[src/rtl/aud_tx_pkg.sv]
package aud_tx_pkg;
  typedef enum logic [2:0] {
    FMT_STD  = 3'd0,
    FMT_LJ   = 3'd1,
    FMT_RJ   = 3'd2,
    FMT_PCMS = 3'd3,
    FMT_PCML = 3'd4
  } fmt_e;
endpackage

[src/rtl/aud_clk_gen.sv]
module aud_clk_gen #(
  parameter int DIVW = 8,
  parameter int SBW  = 6,
  parameter int AW   = 11
) (
  input  logic            clk,
  input  logic            rst_n,
  input  logic            en,
  input  logic [1:0]      mclk_sel,
  input  logic [DIVW-1:0] mclk_div,
  input  logic [SBW-1:0]  slot_bits,
  output logic            mclk_o,
  output logic            bclk_o,
  output logic            fall_tick
);
  logic [DIVW-1:0] mcnt;
  logic [AW-1:0]   acc, lim, step, sum;
  logic            tick, hit, mclk_q, bclk_q;

  // Fractional rate: each master-clock half period adds 2F bit edges worth,
  // a bit-clock edge fires whenever 2M is crossed, so one frame = M mclk periods.
  always_comb begin
    case (mclk_sel)
      2'd0:    lim = AW'(256);
      2'd1:    lim = AW'(512);
      default: lim = AW'(1024);
    endcase
    step      = AW'({slot_bits, 2'b00});
    sum       = acc + step;
    tick      = (mcnt == mclk_div);
    hit       = (sum >= lim);
    fall_tick = en && tick && hit && bclk_q;
  end

  always_ff @(posedge clk) begin
    if (!rst_n || !en) begin
      mcnt   <= '0;
      acc    <= '0;
      mclk_q <= 1'b0;
      bclk_q <= 1'b0;
    end else if (tick) begin
      mcnt   <= '0;
      mclk_q <= ~mclk_q;
      if (hit) begin
        acc    <= sum - lim;
        bclk_q <= ~bclk_q;
      end else begin
        acc <= sum;
      end
    end else begin
      mcnt <= mcnt + 1'b1;
    end
  end

  assign mclk_o = mclk_q;
  assign bclk_o = bclk_q;
endmodule

[src/rtl/aud_slot_map.sv]
module aud_slot_map
  import aud_tx_pkg::*;
#(
  parameter int MAXW = 32,
  parameter int SBW  = 6,
  parameter int PW   = 6
) (
  input  logic [2:0]      fmt,
  input  logic [PW-1:0]   p,
  input  logic [SBW-1:0]  slot_bits,
  input  logic [SBW-1:0]  data_bits,
  input  logic [PW:0]     fs_len,
  input  logic            mono,
  input  logic            ws_inv,
  input  logic [MAXW-1:0] cur_l,
  input  logic [MAXW-1:0] cur_r,
  output logic            ws,
  output logic            sd,
  output logic            off
);
  localparam int LW = PW + 1;
  localparam int IW = $clog2(MAXW);

  fmt_e            f;
  logic            dly, right, have, lvl;
  logic [LW-1:0]   pe, flen, slot_e, db, q, i;
  logic [IW-1:0]   idx;
  logic [MAXW-1:0] word;

  always_comb begin
    f      = fmt_e'(fmt);
    dly    = (f == FMT_STD) || (f == FMT_PCMS) || (f == FMT_PCML);
    pe     = {1'b0, p};
    flen   = LW'({slot_bits, 1'b0});
    slot_e = LW'(slot_bits);
    db     = LW'(data_bits);
    // position inside the frame that owns the current bit
    q      = (dly && (p == '0)) ? flen - LW'(1) : pe - LW'(dly);
    right  = (q >= slot_e);
    i      = right ? q - slot_e : q;
    word   = right ? (mono ? '0 : cur_r) : cur_l;
    if (f == FMT_RJ) begin
      have = (i >= slot_e - db);
      idx  = IW'(slot_e - LW'(1) - i);
    end else begin
      have = (i < db);
      idx  = IW'(db - LW'(1) - i);
    end
    sd = have ? word[idx] : 1'b0;
    case (f)
      FMT_PCMS: lvl = (p == '0);
      FMT_PCML: lvl = (pe < fs_len);
      default:  lvl = (pe >= slot_e);
    endcase
    ws  = lvl ^ ws_inv;
    off = dly;
  end
endmodule

[src/rtl/aud_hold.sv]
module aud_hold #(
  parameter int MAXW = 32
) (
  input  logic            clk,
  input  logic            rst_n,
  input  logic            en,
  input  logic            load,
  input  logic            urun_clr,
  input  logic            s_valid,
  output logic            s_ready,
  input  logic [MAXW-1:0] s_left,
  input  logic [MAXW-1:0] s_right,
  output logic [MAXW-1:0] cur_l,
  output logic [MAXW-1:0] cur_r,
  output logic            underrun
);
  logic [MAXW-1:0] hold_l, hold_r;
  logic            hv;

  always_ff @(posedge clk) begin
    if (!rst_n) begin
      hv       <= 1'b0;
      hold_l   <= '0;
      hold_r   <= '0;
      cur_l    <= '0;
      cur_r    <= '0;
      underrun <= 1'b0;
    end else begin
      if (load) begin
        if (hv) begin
          cur_l <= hold_l;
          cur_r <= hold_r;
          hv    <= 1'b0;
        end else if (s_valid) begin
          cur_l <= s_left;
          cur_r <= s_right;
        end else begin
          cur_l <= '0;
          cur_r <= '0;
        end
      end else if (!en) begin
        cur_l <= '0;
        cur_r <= '0;
      end
      if (s_valid && !hv && !load) begin
        hold_l <= s_left;
        hold_r <= s_right;
        hv     <= 1'b1;
      end
      if (load && !hv && !s_valid) underrun <= 1'b1;
      else if (urun_clr)           underrun <= 1'b0;
    end
  end

  assign s_ready = !hv;
endmodule

[src/rtl/aud_ser_tx.sv]
module aud_ser_tx #(
  parameter int MAXW = 32,
  parameter int DIVW = 8,
  localparam int SBW = $clog2(MAXW + 1),
  localparam int PW  = $clog2(2 * MAXW)
) (
  input  logic            clk,
  input  logic            rst_n,
  input  logic            en,
  input  logic [2:0]      fmt,
  input  logic [SBW-1:0]  slot_bits,
  input  logic [SBW-1:0]  data_bits,
  input  logic [PW:0]     fs_len,
  input  logic            mono,
  input  logic            ws_inv,
  input  logic [1:0]      mclk_sel,
  input  logic [DIVW-1:0] mclk_div,
  input  logic            urun_clr,
  input  logic            s_valid,
  output logic            s_ready,
  input  logic [MAXW-1:0] s_left,
  input  logic [MAXW-1:0] s_right,
  output logic            mclk_o,
  output logic            bclk_o,
  output logic            ws_o,
  output logic            sd_o,
  output logic            underrun_o
);
  localparam int AW = $clog2(1024 + 4 * MAXW + 1);

  logic            fall_tick, off, load;
  logic [PW-1:0]   p, nxt, flast;
  logic [SBW:0]    fbits;
  logic [MAXW-1:0] cur_l, cur_r;

  aud_clk_gen #(.DIVW(DIVW), .SBW(SBW), .AW(AW)) u_clk (
    .clk(clk), .rst_n(rst_n), .en(en), .mclk_sel(mclk_sel),
    .mclk_div(mclk_div), .slot_bits(slot_bits),
    .mclk_o(mclk_o), .bclk_o(bclk_o), .fall_tick(fall_tick)
  );

  always_comb begin
    fbits = {slot_bits, 1'b0};
    flast = PW'(fbits - 1'b1);
    nxt   = (p == flast) ? '0 : p + 1'b1;
    load  = fall_tick && (nxt == PW'(off));
  end

  // frame position of the bit currently on the line
  always_ff @(posedge clk) begin
    if (!rst_n)         p <= '0;
    else if (!en)       p <= flast;
    else if (fall_tick) p <= nxt;
  end

  aud_hold #(.MAXW(MAXW)) u_hold (
    .clk(clk), .rst_n(rst_n), .en(en), .load(load), .urun_clr(urun_clr),
    .s_valid(s_valid), .s_ready(s_ready), .s_left(s_left), .s_right(s_right),
    .cur_l(cur_l), .cur_r(cur_r), .underrun(underrun_o)
  );

  aud_slot_map #(.MAXW(MAXW), .SBW(SBW), .PW(PW)) u_map (
    .fmt(fmt), .p(p), .slot_bits(slot_bits), .data_bits(data_bits),
    .fs_len(fs_len), .mono(mono), .ws_inv(ws_inv),
    .cur_l(cur_l), .cur_r(cur_r), .ws(ws_o), .sd(sd_o), .off(off)
  );
endmodule

[config.mk]
export PLATFORM = sky130hd
export DESIGN_NAME = aud_ser_tx
export DESIGN_NICKNAME = d
export VERILOG_FILES = /design/src/rtl/aud_tx_pkg.sv /design/src/rtl/aud_clk_gen.sv /design/src/rtl/aud_slot_map.sv /design/src/rtl/aud_hold.sv /design/src/rtl/aud_ser_tx.sv
export SDC_FILE = /design/constraint.sdc
export NUM_CORES = 1
export LEC_CHECK = 0
export BUFFER_PORTS_ARGS = -buffer_cell sky130_fd_sc_hd__buf_2
export CAP_MARGIN = 0
export CELL_PAD_IN_SITES_DETAIL_PLACEMENT = 1
export CELL_PAD_IN_SITES_GLOBAL_PLACEMENT = 1
export CORE_UTILIZATION = 49
export CTS_CLUSTER_DIAMETER = 100
export DETAILED_ROUTE_END_ITERATION = 12
export MAX_ROUTING_LAYER = met4
export PLACE_DENSITY_LB_ADDON = 0.05
export SLEW_MARGIN = 20
export SYNTH_ARGS = -nofsm -noshare
export SYNTH_HDL_FRONTEND = slang
export SYNTH_HIERARCHICAL = 1
export SYNTH_SLANG_ARGS = --single-unit
[constraint.sdc]
create_clock -name clk -period 20.1 [get_ports clk]
set_clock_uncertainty 0.2 [all_clocks]
set_input_delay 4.02 -clock clk [delete_from_list [all_inputs] [get_ports clk]]
set_output_delay 4.02 -clock clk [all_outputs]
set_load 0.05 [all_outputs]
# Word-level counts from Yosys, hierarchy flattened
# Index checks and enable logic that the tools add are counted.
dict set report classes {
  addsub 12
  order_cmp 7
  n_eq_ne 9
  mux 26
  bitwise 3
  n_reduce_logical 24
}
# op count
set ops {}
lappend ops {{two-way mux 32 bit} 9}
lappend ops {{case mux 11 bit (2 select lines)} 1}
lappend ops {{two-way mux 6 bit} 3}
lappend ops {{two-way mux 7 bit} 2}
lappend ops {{adder 11 x 8 -> 11 bit} 1}
lappend ops {{>= comparator 11 bit} 1}
lappend ops {{two-way mux 11 bit} 1}
lappend ops {{subtractor 11 bit} 1}
lappend ops {{subtractor 5 x 1 -> 5 bit (second input constant)} 2}
lappend ops {{subtractor 5 bit} 2}
lappend ops {{logical AND 1 bit} 9}
lappend ops {{adder 8 x 1 -> 8 bit (second input constant)} 1}
lappend ops {{== test 8 bit} 1}
lappend ops {{>= comparator 7 x 6 -> 1 bit} 1}
lappend ops {{>= comparator 7 bit} 1}
lappend ops {{less-than comparator 6 x 7 -> 1 bit} 1}
lappend ops {{less-than comparator 7 x 6 -> 1 bit} 1}
lappend ops {{two-way mux 1 bit} 7}
lappend ops {{subtractor 6 x 1 -> 7 bit} 1}
lappend ops {{subtractor 6 x 6 -> 7 bit} 1}
lappend ops {{subtractor 7 x 1 -> 7 bit (second input constant)} 1}
lappend ops {{subtractor 7 x 6 -> 7 bit} 1}
lappend ops {{adder 6 x 1 -> 6 bit (second input constant)} 1}
lappend ops {{== test 3 x 2 -> 1 bit (second input constant)} 2}
lappend ops {{other kinds (20)} 29}
dict set report word_totals {
  ff_bits 157
  in_bits 103
  output_inout_bits 6
  wordCells 92
}

# Logic depth before layout (Yosys ltp)
# Gate-level depths: netlist (run 1).
dict set report logic_depth {
  depth_word 12
  mapped_depth 26
  mapped_depth_nobuf 24
}

# Hierarchy
# The synthesis (run 1) kept the hierarchy.
# module instances cells_each area_per_inst_um2 seq_area_each_um2
set modules_own_cells {}
lappend modules_own_cells {aud_hold 1 656 5798.1 2602.5}
lappend modules_own_cells {aud_slot_map 1 434 3136.8 0.0}
lappend modules_own_cells {aud_clk_gen 1 154 1357.6 380.4}
lappend modules_own_cells {aud_ser_tx 1 74 604.3 120.1}

# Least setup slack after synthesis (run 1)
# OpenSTA, ideal clock, no wires.
dict set report synth_path {
  kind {in2out}
  from {in fmt[0]}
  to {out sd_o}
  arrival_time_ns 9.832
  t_required_ns 15.880
  path_slack_ns 6.048
  stages 24
  n_path_buf 1
  path_cell_list {buf_2 -> o21ai_0 -> ha_1 -> ha_1 -> nor2b_1 -> nor2b_1 -> xnor2_1 -> a21oi_1 -> ha_1 -> and4_1 -> a21oi_1 -> nand4b_1 -> a21oi_1 -> mux2_2 -> xnor2_1 -> ha_1 -> inv_1 -> o211ai_1 -> maj3_1 -> maj3_1 -> xnor2_1 -> a21oi_1 -> a311oi_1 -> a211oi_1}
}
dict set report synth_between {
  elab_chain_cells 12
  elab_cells_between_ends 22
  classes_between {add/sub (4); order compare (3); eq/ne (3); mux (8); reduce/logical (4)}
}
# element line_no
set synth_rtl {}
lappend synth_rtl {{start: declaration} aud_ser_tx.sv:10} ;# input logic [2:0] fmt,
lappend synth_rtl {{== test 3 x 2 -> 1 bit or logical NOT 3 bit (tied branches)} aud_slot_map.sv:32} ;# dly = (f == FMT_STD) || (f == FMT_PCMS) || (f == FMT_PCML);
lappend synth_rtl {{logical OR 1 bit} aud_slot_map.sv:32}
lappend synth_rtl {{logical OR 1 bit (*)} aud_slot_map.sv:32}
lappend synth_rtl {{net off} aud_ser_tx.sv:31} ;# logic fall_tick, off, load;
lappend synth_rtl {{subtractor 6 x 1 -> 7 bit or logical AND 1 bit (tied branches)} aud_slot_map.sv:38} ;# q = (dly && (p == '0)) ? flen - LW'(1) : pe - LW'(dly);
lappend synth_rtl {{two-way mux 7 bit (*)} aud_slot_map.sv:38}
lappend synth_rtl {{subtractor 7 x 6 -> 7 bit or >= comparator 7 x 6 -> 1 bit (tied branches)} {aud_slot_map.sv:40, aud_slot_map.sv:39}}
lappend synth_rtl {{two-way mux 7 bit} aud_slot_map.sv:40} ;# i = right ? q - slot_e : q;
lappend synth_rtl {{subtractor 5 bit (on tied branches)} {aud_slot_map.sv:47, aud_slot_map.sv:44}}
lappend synth_rtl {{two-way mux 5 bit} aud_slot_map.sv:42} ;# if (f == FMT_RJ) begin
lappend synth_rtl {{binary-select mux 1 bit (select 5 bit)} aud_slot_map.sv:49} ;# sd = have ? word[idx] : 1'b0;
lappend synth_rtl {{two-way mux 1 bit (implied by the code)} aud_slot_map.sv:49}
lappend synth_rtl {{two-way mux 1 bit (*)} aud_slot_map.sv:49}
lappend synth_rtl {{end: declaration} aud_ser_tx.sv:26} ;# output logic sd_o,
# The timed path passes the listed nets; every way through them passes the cells marked *. The select of a mux whose other input is x is not followed.

# Worst setup path in the final report (run 1)
dict set report layout_path {
  from {in fmt[2]}
  to {out sd_o}
}
# Same word-level chain as after synthesis.

==> results.md, run 1 <==
* # fillers at approximately 2700
* Syn Area/Cell at 8.27 um^2
* Syn Inst Count at 1318
* Layout cells sized above 1 at roughly 14%
* ANT nets after route at 0
* DRT iter0 DRCs at 541
* Initial antenna violation count at 0
* Vias in the first global route at approximately 9900
* Prevailing post-synth register cell: dfxtp_1
* CORE AREA at approximately 22000 um^2
* Fmax at roughly 67 MHz
* RSZ-0062 raised after global routing: no
* Min Clock Period, post-route at between 10 and 15 ns
* Status: completed
* Setup TNS at 0 ns
* Synth-to-Final Area Change at 9.98%
* Cell area after synthesis at around 11000 um^2
* Class of the worst hold path: register to register
* Hold_ws at 0.259 ns
* Detailed-route wire length at roughly 33000 um
* Crit path DAT at ~11 ns
* Num CTS Buffers at 17
* Sequential share of the synthesized area at between 20 and 30%
* Worst hold stages at 2
* CTS tree: built
* Total Routing Usage GR at 29.8%
* CTS root buffer: clkbuf_16
* Largest cells by area after synthesis: dfxtp_1 28%, mux2i_1 8.7%, nand2_1 8.2%, ha_1 5.9%, a311oi_1 5.4%
* Post-layout util at between 50% and 60%
* Die area at ~23000 um^2
* Total power draw at just under 0.001 W
* RePlAce Congestion at approximately 0.95
* Deepest clock path buffer count at 2
* Cts repair resizes at 0
* Top-count cell post-synth: nand2_1
* GRT Residual Overflow at 0
* Worst Path Max Fanout at 12
* IO Pins at 109
* Port Buffer Count at ~110
* Pwr Density at 81.1 nW/um^2
* CP required at 15.88 ns
* Initial Utilization at 49.9%
* ANT cells at 0
* Initial DRT Pass Iterations at 6
* Critical Path Source Type: input pin
* Least-Margin Pin Slew at between 1 and 1.5 ns
* Pins Over Slew Limit at 0
* Endpoint type of the worst setup path: output pin
* Yosys top cell by area: dfxtp_1
* Slew HR at approximately a third
* Setup CP Type: input pin to output pin
* Max cap viols at 0
* Vias at 9956
* Post-CTS Hold Fix Bufs at 0
* Worst-path clk slew at 0.07 ns
* # rows at 54
* Pin count of the biggest net entering global routing at 102
* Post-synth top cells: 238 x nand2_1, 155 x dfxtp_1, 112 x a21oi_1
* R2R setup slack at approximately 14 ns
* Final hold vios at 0
* DR DRC count at 0
* Part of the cycle the worst path needs at about three quarters
* Wire per inst at ~20 um
* Routed vias/inst at 5.99
* Hpwl dp at 22500 um
* First-pass GRT wire length at between 50000 and 60000 um
* Yosys warnings at 6
* #FFs+latches synth at 155
* Leak at ~4.6 nW
* Chip Width at 151 um
* Die H at 151 um
* Ys async rst share at 0%
* Later-pin clock latency in the skew report at between 0.4 and 0.5 ns
* Yosys cell types at 96
* EDFF count, synth at 0
* Synthesized Nets at between 1000 and 1500
* Fin nets at 1526
* Clock sinks at 155
* # Post-CTS Setup Buffers at 0
* Worst vdd ir at about 0.000055 V
* R2R depth at 21
* Post-synth top area share at approximately 28%
* H-tree lvl count at 4
* Setup Viol. Count Final at 0
per-stage QoR:
| stage | std cells | area, um^2 | worst slack, ns |
|---|---|---|---|
| after floorplan | 1318 | 10900 | 6.05 |
| after global placement | 1628 | 11400 | 5.43 |
| after detailed placement | 1628 | 11400 | 5.20 |
| after CTS | 1660 | 12000 | 5.19 |
| after global routing | 1661 | 12000 | 4.58 |
| final | 1661 | 12000 | 5.12 |
kinds of logic (layout without fill, tap and decap cells):
family                   Yosys count  after routing  share of synthesized area, %
XOR/XNOR                          56             56                          4.77
buffers and inverters            139            202                          6.68
AND/OR/NAND/NOR                  479            479                          22.1
adder cells (fa/ha/maj)           61             61                          7.17
multiplexers                     104            104                          9.97
flip-flops                       155            155                          28.5
AO/OA/AOI/OAI                    324            324                          20.9
placed cells by master, fill, tap and decap left out, drive strengths merged, types with 6 or more instances in the layout:
cell,synthesis,routed
nand2,238,238
dfxtp,155,155
buf,60,122
a21oi,112,112
mux2i,96,96
a311oi,67,67
nand3b,65,65
nor2,63,63
inv,48,55
ha,51,51
xnor2,39,39
o21ai,37,37
nand3,21,21
clkbuf,31,17
xor2,16,16
a21o,15,15
nor2b,13,13
a211oi,13,13
nor3b,11,11
and3,9,9
nand4,9,9
a221oi,9,9
nand2b,8,8
nor3,8,8
o211ai,7,7
a22oi,7,7
clkinv,0,7
mux2,6,6
maj3,6,6
sequential cells by signal, summed over array words and instances, names as in the netlist:
| register | flops |
|---|---|
| u_clk/acc | 9 |
| u_hold/cur_l | 32 |
| u_hold/underrun | 1 |
| u_hold/hv | 1 |
| u_hold/cur_r | 32 |
| u_clk/mclk_o | 1 |
| u_hold/hold_r | 32 |
| p | 6 |
| u_hold/hold_l | 32 |
| u_clk/bclk_o | 1 |
| u_clk/mcnt | 8 |
metal layers:
layer | GRT usage (%) | up-vias | wire [um]
li1 | - | 4885 | -
met1 | 35.1 | 4845 | 14600
met2 | 51.3 | 186 | 16000
met3 | 4.31 | 40 | 1120
met4 | 11.1 | 0 | 903
met5 | - | - | 0
worst paths after layout:
| kind | start | endpoint |
|---|---|---|
| max | fmt[2] | sd_o |
| max reg2reg | u_clk/acc[2]$_SDFFE_PP0N_ | u_hold/underrun$_SDFFE_PN0P_ |
| min | u_hold/hold_l[18]$_SDFFE_PN0P_ | u_hold/hold_l[18]$_SDFFE_PN0P_ |
| min reg2reg | u_hold/hold_l[18]$_SDFFE_PN0P_ | u_hold/hold_l[18]$_SDFFE_PN0P_ |
critical path, stage by stage:
cell and delay, ns:
buf_2 0.13, nand3b_1 0.17, o21ai_0 0.17, ha_1 0.25, ha_1 0.18, nor2b_1 0.24
nor2b_1 0.19, xnor2_1 0.08, a21oi_1 0.22, ha_1 0.32, and4_1 0.25, a21oi_1 0.43
nand4b_1 0.26, a21oi_1 0.83, mux2_2 0.49, fa_1 0.51, nand2_1 0.09, nand2_1 0.26
nand2_1 0.27, a21oi_1 0.07, or4_1 0.52, mux2_2 0.27, a22oi_1 0.19, a211oi_1 0.12
buf_2 0.23
layout make-up:
class / count / area, um^2 / share of cell area [%]
inverter: 48 / 180 / 1.50
sequential: 155 / 3110 / 25.9
multi-input combinational: 1024 / 7090 / 59.2
clock inverter: 15 / 175 / 1.46
tap: 280 / 350 / 2.92
clock buffer: 17 / 425 / 3.55
timing repair buffer: 122 / 656 / 5.47
power by group:
part           switching [W]  internal, W  total [W]  leakage [nW]
sequential         0.0000102     0.000317   0.000327          1.26
clock               0.000155     0.000168   0.000323         0.289
combinational       0.000203     0.000120   0.000323          3.01
total               0.000368     0.000604   0.000972          4.56
(Power assumes the default switching activity.)
==> run 2, diff against run 1 <==
CORE_UTILIZATION = 46   (was 49)
clock period = 13.8 ns   (was 20.1 ns; I/O delays follow)
==> results.md, run 2 (synthesized netlist as in run 1, its figures left out) <==
* Initial antenna violation count at 0 (unchanged)
* Clock sinks at 155 (unchanged)
* Critical-path top delay cell: a221oi_1
* Slew HR at 25.1% (-7.3 points)
* ANT nets after route at 0 (unchanged)
* RePlAce Congestion at 0.904 (-4.9%)
* IO Pins at 109 (unchanged)
* Worst-path clk slew at 0.06 ns (about the same)
* Total power draw at 0.00142 W (+46%)
* Int Power at 0.000901 W (+49%)
* Die area at 24300 um^2 (+6.4%)
* CORE AREA at 22900 um^2 (+5.0%)
* Detailed-route wire length at 32200 um (-1.2%)
* Fmax at about 83 MHz
* Pin count of the biggest net entering global routing at 81 (-21%)
* Pwr Density at 118 nW/um^2 (+46%)
* Status: completed
* Setup Viol. Count Final at 0 (unchanged)
* Crit path largest cell delay at 0.53 ns (-0.30 ns)
* Combinational power share at 33.1% (about the same)
* Most common cell after layout, fill and taps aside: nand2_1
* Port Buffer Count at 108 (unchanged)
* # Post-CTS Setup Buffers at 0 (unchanged)
* Part of the cycle the worst path needs at between 80% and 90%
* # rows at 55 (+1.9%)
* Flop pwr share at 33.6% (about the same)
* Deepest clock path buffer count at 2 (unchanged)
* Total Routing Usage GR at 28.6% (-1.2 points)
* Post-CTS Hold Fix Bufs at 0 (unchanged)
* Setup TNS at 0 ns (unchanged)
* Cts repair resizes at 0 (unchanged)
* Layout cells sized above 1 at 14.2% (+0.052 points)
* Sw Pwr at 0.000520 W (+41%)
* DRT iter0 DRCs at 590 (+9.1%)
* H-tree lvl count at 4 (unchanged)
* First-pass GRT wire length at 53800 um (+4.9%)
* Sw Share at 36.6% (-1.3 points)
* Later-pin clock latency in the skew report at 0.43 ns (about the same)
* Die H at 156 um (+3.2%)
* Clock power frac at 33.3% (about the same)
* Max cap viols at 0 (unchanged)
* Worst Path Max Fanout at 8 (-4)
* Num CTS Buffers at 17 (unchanged)
* Min Clock Period, post-route at 11.99 ns
* Vias at 9991 (+0.35%)
* RSZ-0062 raised after global routing: no
* Initial DRT Pass Iterations at 5 (-1)
* Leak at 4.57 nW (+0.12%)
* Critical Path Source Type: input pin
* GRT Residual Overflow at 0 (unchanged)
* Chip Width at 156 um (+3.2%)
* Crit path DAT at 9.03 ns (-1.73 ns)
* Synth-to-Final Area Change at 10.2%
* Area of the multi-input gates at 7080 um^2 (-0.12%)
* CTS tree: built
* DR DRC count at 0 (unchanged)
* Register area at 3110 um^2 (unchanged)
* Class of the worst hold path: register to register
* Placed cell areas at 11400 um^2 (+0.56%)
* Setup CP Type: input pin to output pin
* Pins Over Slew Limit at 0 (unchanged)
* Commonest cells after routing, fill and taps aside: 238 x nand2_1, 154 x dfxtp_1, 112 x a21oi_1
* Post-route cell area at 12000 um^2 (+0.18%)
* CP required at 10.84 ns (-5.04 ns)
* Vias in the first global route at 10300 (+4.0%)
* CTS root buffer: clkbuf_16
* Initial Utilization at 47.6% (-2.4 points)
* Fin nets at 1528 (+0.13%)
* Final hold vios at 0 (unchanged)
* Routed vias/inst at 5.89 (-1.7%)
* Post-layout util at 52.4% (-2.5 points)
* Hpwl dp at 22800 um (+1.4%)
* Worst vdd ir at 0.0000738 V (+35%)
* ANT cells at 0 (unchanged)
* # fillers at 2812 (+4.6%)
* Wire per inst at 19.0 um (-3.2%)
* Endpoint type of the worst setup path: output pin
* Least-Margin Pin Slew at 1.11 ns (+0.100 ns)
run 2: worst paths after layout:
| path | from | to | slack (ns) | cells after the start |
|---|---|---|---|---|
| setup / recovery | fmt[0] | sd_o | 1.81 | 25 |
| hold reg to reg | u_hold/hold_r[28]$_SDFFE_PN0P_ | u_hold/hold_r[28]$_SDFFE_PN0P_ | 0.26 | 2 |
| setup reg to reg | u_clk/acc[2]$_SDFFE_PP0N_ | u_hold/hold_r[6]$_SDFFE_PN0P_ | 7.06 | 22 |
| hold / removal | u_hold/hold_r[28]$_SDFFE_PN0P_ | u_hold/hold_r[28]$_SDFFE_PN0P_ | 0.26 | 2 |
run 2: cell type report:
type	instances	area share, %
Clock buffer	20	3.80
Tap cell	313	3.26
Inverter	48	1.50
Multi-Input combinational cell	1024	59.0
Sequential cell	155	25.9
Timing Repair Buffer	124	5.52
Clock inverter	12	1.04
run 2: power by group through the flow:
stage / clock network (W) / logic [W] / registers (W)
after detailed placement: 0 / 0.000466 / 0.000487
after global placement: 0 / 0.000456 / 0.000487
after CTS: 0.000484 / 0.000469 / 0.000477
after floorplan: 0 / 0.000343 / 0.000479
after global routing: 0.000502 / 0.000516 / 0.000480
final: 0.000473 / 0.000471 / 0.000477
run 2: critical path, delay by kind of cell:
| kind | cells | cell delay [ns] |
|---|---|---|
| adder cells (fa/ha/maj) | 4 | 1.18 |
| multiplexers | 1 | 0.28 |
| buffers and inverters | 3 | 0.48 |
| AND/OR/NAND/NOR | 9 | 2.56 |
| AO/OA/AOI/OAI | 7 | 1.68 |
| XOR/XNOR | 1 | 0.08 |
run 2: per-stage QoR:
step / hold slack (ns) / setup slack (ns) / instances
global placement: 0.243 / 2.08 / 1664
floorplan: 0.235 / 2.27 / 1318
CTS: 0.261 / 1.83 / 1696
finish: 0.258 / 1.81 / 1696
global route: 0.282 / 1.31 / 1696
detailed placement: 0.249 / 1.85 / 1664
run 2: per-layer routing:
layer / vias up / global-route usage (%) / wire length [um]
li1: 4892 / - / -
met1: 4862 / 35.3 / 14600
met2: 186 / 47.6 / 15700
met3: 51 / 4.58 / 1190
met4: 0 / 9.10 / 811
met5: - / - / 0
==> run 3, diff against run 2 <==
HOLD_SLACK_MARGIN = 0.05   (was unset)
clock period = 12.07 ns   (was 13.8 ns; I/O delays follow)
==> results.md, run 3 (synthesized netlist as in run 1, its figures left out) <==
* Status: completed
* CTS tree: built
* Initial Utilization at 47.6% (unchanged)
* Hpwl dp at 22500 um (-1.1%)
* GRT Residual Overflow at 0 (unchanged)
* Leak at 4.59 nW (+0.46%)
* Final WS setup at 0.767 ns (-1.04 ns)
* Routed vias/inst at 5.87 (-0.40%)
* Fin nets at 1529 (+0.065%)
* Synth-to-Final Area Change at 10.7%
* Chip Width at 156 um (unchanged)
* Deepest clock path buffer count at 2 (unchanged)
* Vias at 9957 (-0.34%)
* DR DRC count at 0 (unchanged)
* Clock sinks at 155 (unchanged)
* RePlAce Congestion at 0.893 (-1.2%)
* Pwr Density at 136 nW/um^2 (+15%)
* # Post-CTS Setup Buffers at 0 (unchanged)
* Slew HR at 25.9% (+0.72 points)
* Pin count of the biggest net entering global routing at 76 (-6.2%)
* Num CTS Buffers at 17 (unchanged)
* Endpoint type of the worst setup path: output pin
* Max cap viols at 0 (unchanged)
* ANT nets after route at 0 (unchanged)
* Least-Margin Pin Slew at 1.10 ns (-0.0108 ns)
* Layout cells sized above 1 at 14.3% (+0.13 points)
* Commonest cells after routing, fill and taps aside: 238 x nand2_1, 154 x dfxtp_1, 112 x a21oi_1
* Most common cell after layout, fill and taps aside: nand2_1
* Port Buffer Count at 108 (unchanged)
* Detailed-route wire length at 31800 um (-1.3%)
* Setup Viol. Count Final at 0 (unchanged)
* First-pass GRT wire length at 52100 um (-3.2%)
* Die area at 24300 um^2 (unchanged)
* Post-CTS Hold Fix Bufs at 0 (unchanged)
* Wire per inst at 18.8 um (-1.4%)
* CP required at 9.46 ns (-1.38 ns)
* Pins Over Slew Limit at 0 (unchanged)
* IO Pins at 109 (unchanged)
* Initial antenna violation count at 0 (unchanged)
* CTS root buffer: clkbuf_16
* R2R setup slack at 5.58 ns (-1.48 ns)
* Worst Path Max Fanout at 12 (+4)
* RSZ-0062 raised after global routing: no
* Final hold vios at 0 (unchanged)
* CORE AREA at 22900 um^2 (unchanged)
* Part of the cycle the worst path needs at a little over nine tenths
* Fmax at between 80 and 90 MHz
* # rows at 55 (unchanged)
* H-tree lvl count at 4 (unchanged)
* Later-pin clock latency in the skew report at 0.44 ns (about the same)
* Worst vdd ir at 0.0000887 V (+20%)
* Post-route cell area at 12100 um^2 (+0.47%)
* Die H at 156 um (unchanged)
* Setup TNS at 0 ns (unchanged)
* Crit path DAT at 8.69 ns (-0.34 ns)
* Placed cell areas at 11400 um^2 (about the same)
* # fillers at 2814 (+0.071%)
* Setup CP Type: input pin to output pin
* Post-place setup slack at 0.835 ns (-1.02 ns)
* Total Routing Usage GR at 27.7% (-0.93 points)
* Vias in the first global route at 10100 (-2.4%)
* ANT cells at 0 (unchanged)
* Worst-path clk slew at 0.07 ns (about the same)
* Critical Path Source Type: input pin
* DRT iter0 DRCs at 453 (-23%)
* Initial DRT Pass Iterations at 5 (unchanged)
* Min Clock Period, post-route at 11.30 ns
* Cts repair resizes at 0 (unchanged)
* Class of the worst hold path: register to register
[run 3: final timing paths]
check | start | end | cells after the start
hold / removal | u_hold/hold_r[15]$_SDFFE_PN0P_ | u_hold/hold_r[15]$_SDFFE_PN0P_ | 2
hold reg to reg | u_hold/hold_r[15]$_SDFFE_PN0P_ | u_hold/hold_r[15]$_SDFFE_PN0P_ | 2
setup reg to reg | u_clk/acc[2]$_SDFFE_PP0N_ | u_hold/cur_r[17]$_SDFFE_PN0P_ | 21
setup / recovery | fmt[0] | sd_o | 25
[run 3: metal layers]
layer / GRT usage, % / up-vias / share of wire (%)
met5: - / - / 0
met4: 9.01 / 0 / 2.4
met1: 33.9 / 4860 / 46
met2: 46.7 / 165 / 49
met3: 3.92 / 45 / 3.3
li1: - / 4887 / -
[run 3: critical path: stages]
cell and delay, ns:
buf_2 0.14, o21ai_0 0.35, ha_1 0.25, ha_1 0.17, nor2b_1 0.26, nor2b_1 0.21
xnor2_1 0.09, a21oi_1 0.22, ha_1 0.32, and4_1 0.24, a21oi_1 0.43, nand4b_1 0.24
a21oi_1 0.18, buf_4 0.21, mux2_2 0.43, fa_1 0.50, nand2_1 0.09, nand2_1 0.25
nand2_1 0.25, a21oi_1 0.07, or4_1 0.51, mux2_2 0.29, a22oi_1 0.20, a211oi_1 0.12
buf_2 0.24
[run 3: through the flow]
stage	utilization (%)	cells	hold slack (ns)	total power (W)
final	52.6	1697	0.258	0.00164
after detailed placement	49.9	1665	0.248	0.00109
after global routing	52.6	1697	0.272	0.00173
after CTS	52.6	1697	0.261	0.00165
after global placement	49.9	1665	0.242	0.00108
after floorplan	-	1318	0.235	0.000941
[run 3: final cells by class]
type                            count  area, um^2  area share, %
Clock buffer                       17         425           3.53
Clock inverter                     15         205           1.70
Inverter                           48         180           1.49
Multi-Input combinational cell   1024        7080           58.7
Sequential cell                   155        3110           25.8
Tap cell                          313         392           3.25
Timing Repair Buffer              125         671           5.56
[run 3: power by group]
part / switching, W / internal (W) / total [W]
clock: 0.000260 / 0.000300 / 0.000560
combinational: 0.000333 / 0.000202 / 0.000535
sequential: 0.0000177 / 0.000527 / 0.000545
total: 0.000611 / 0.00103 / 0.00164
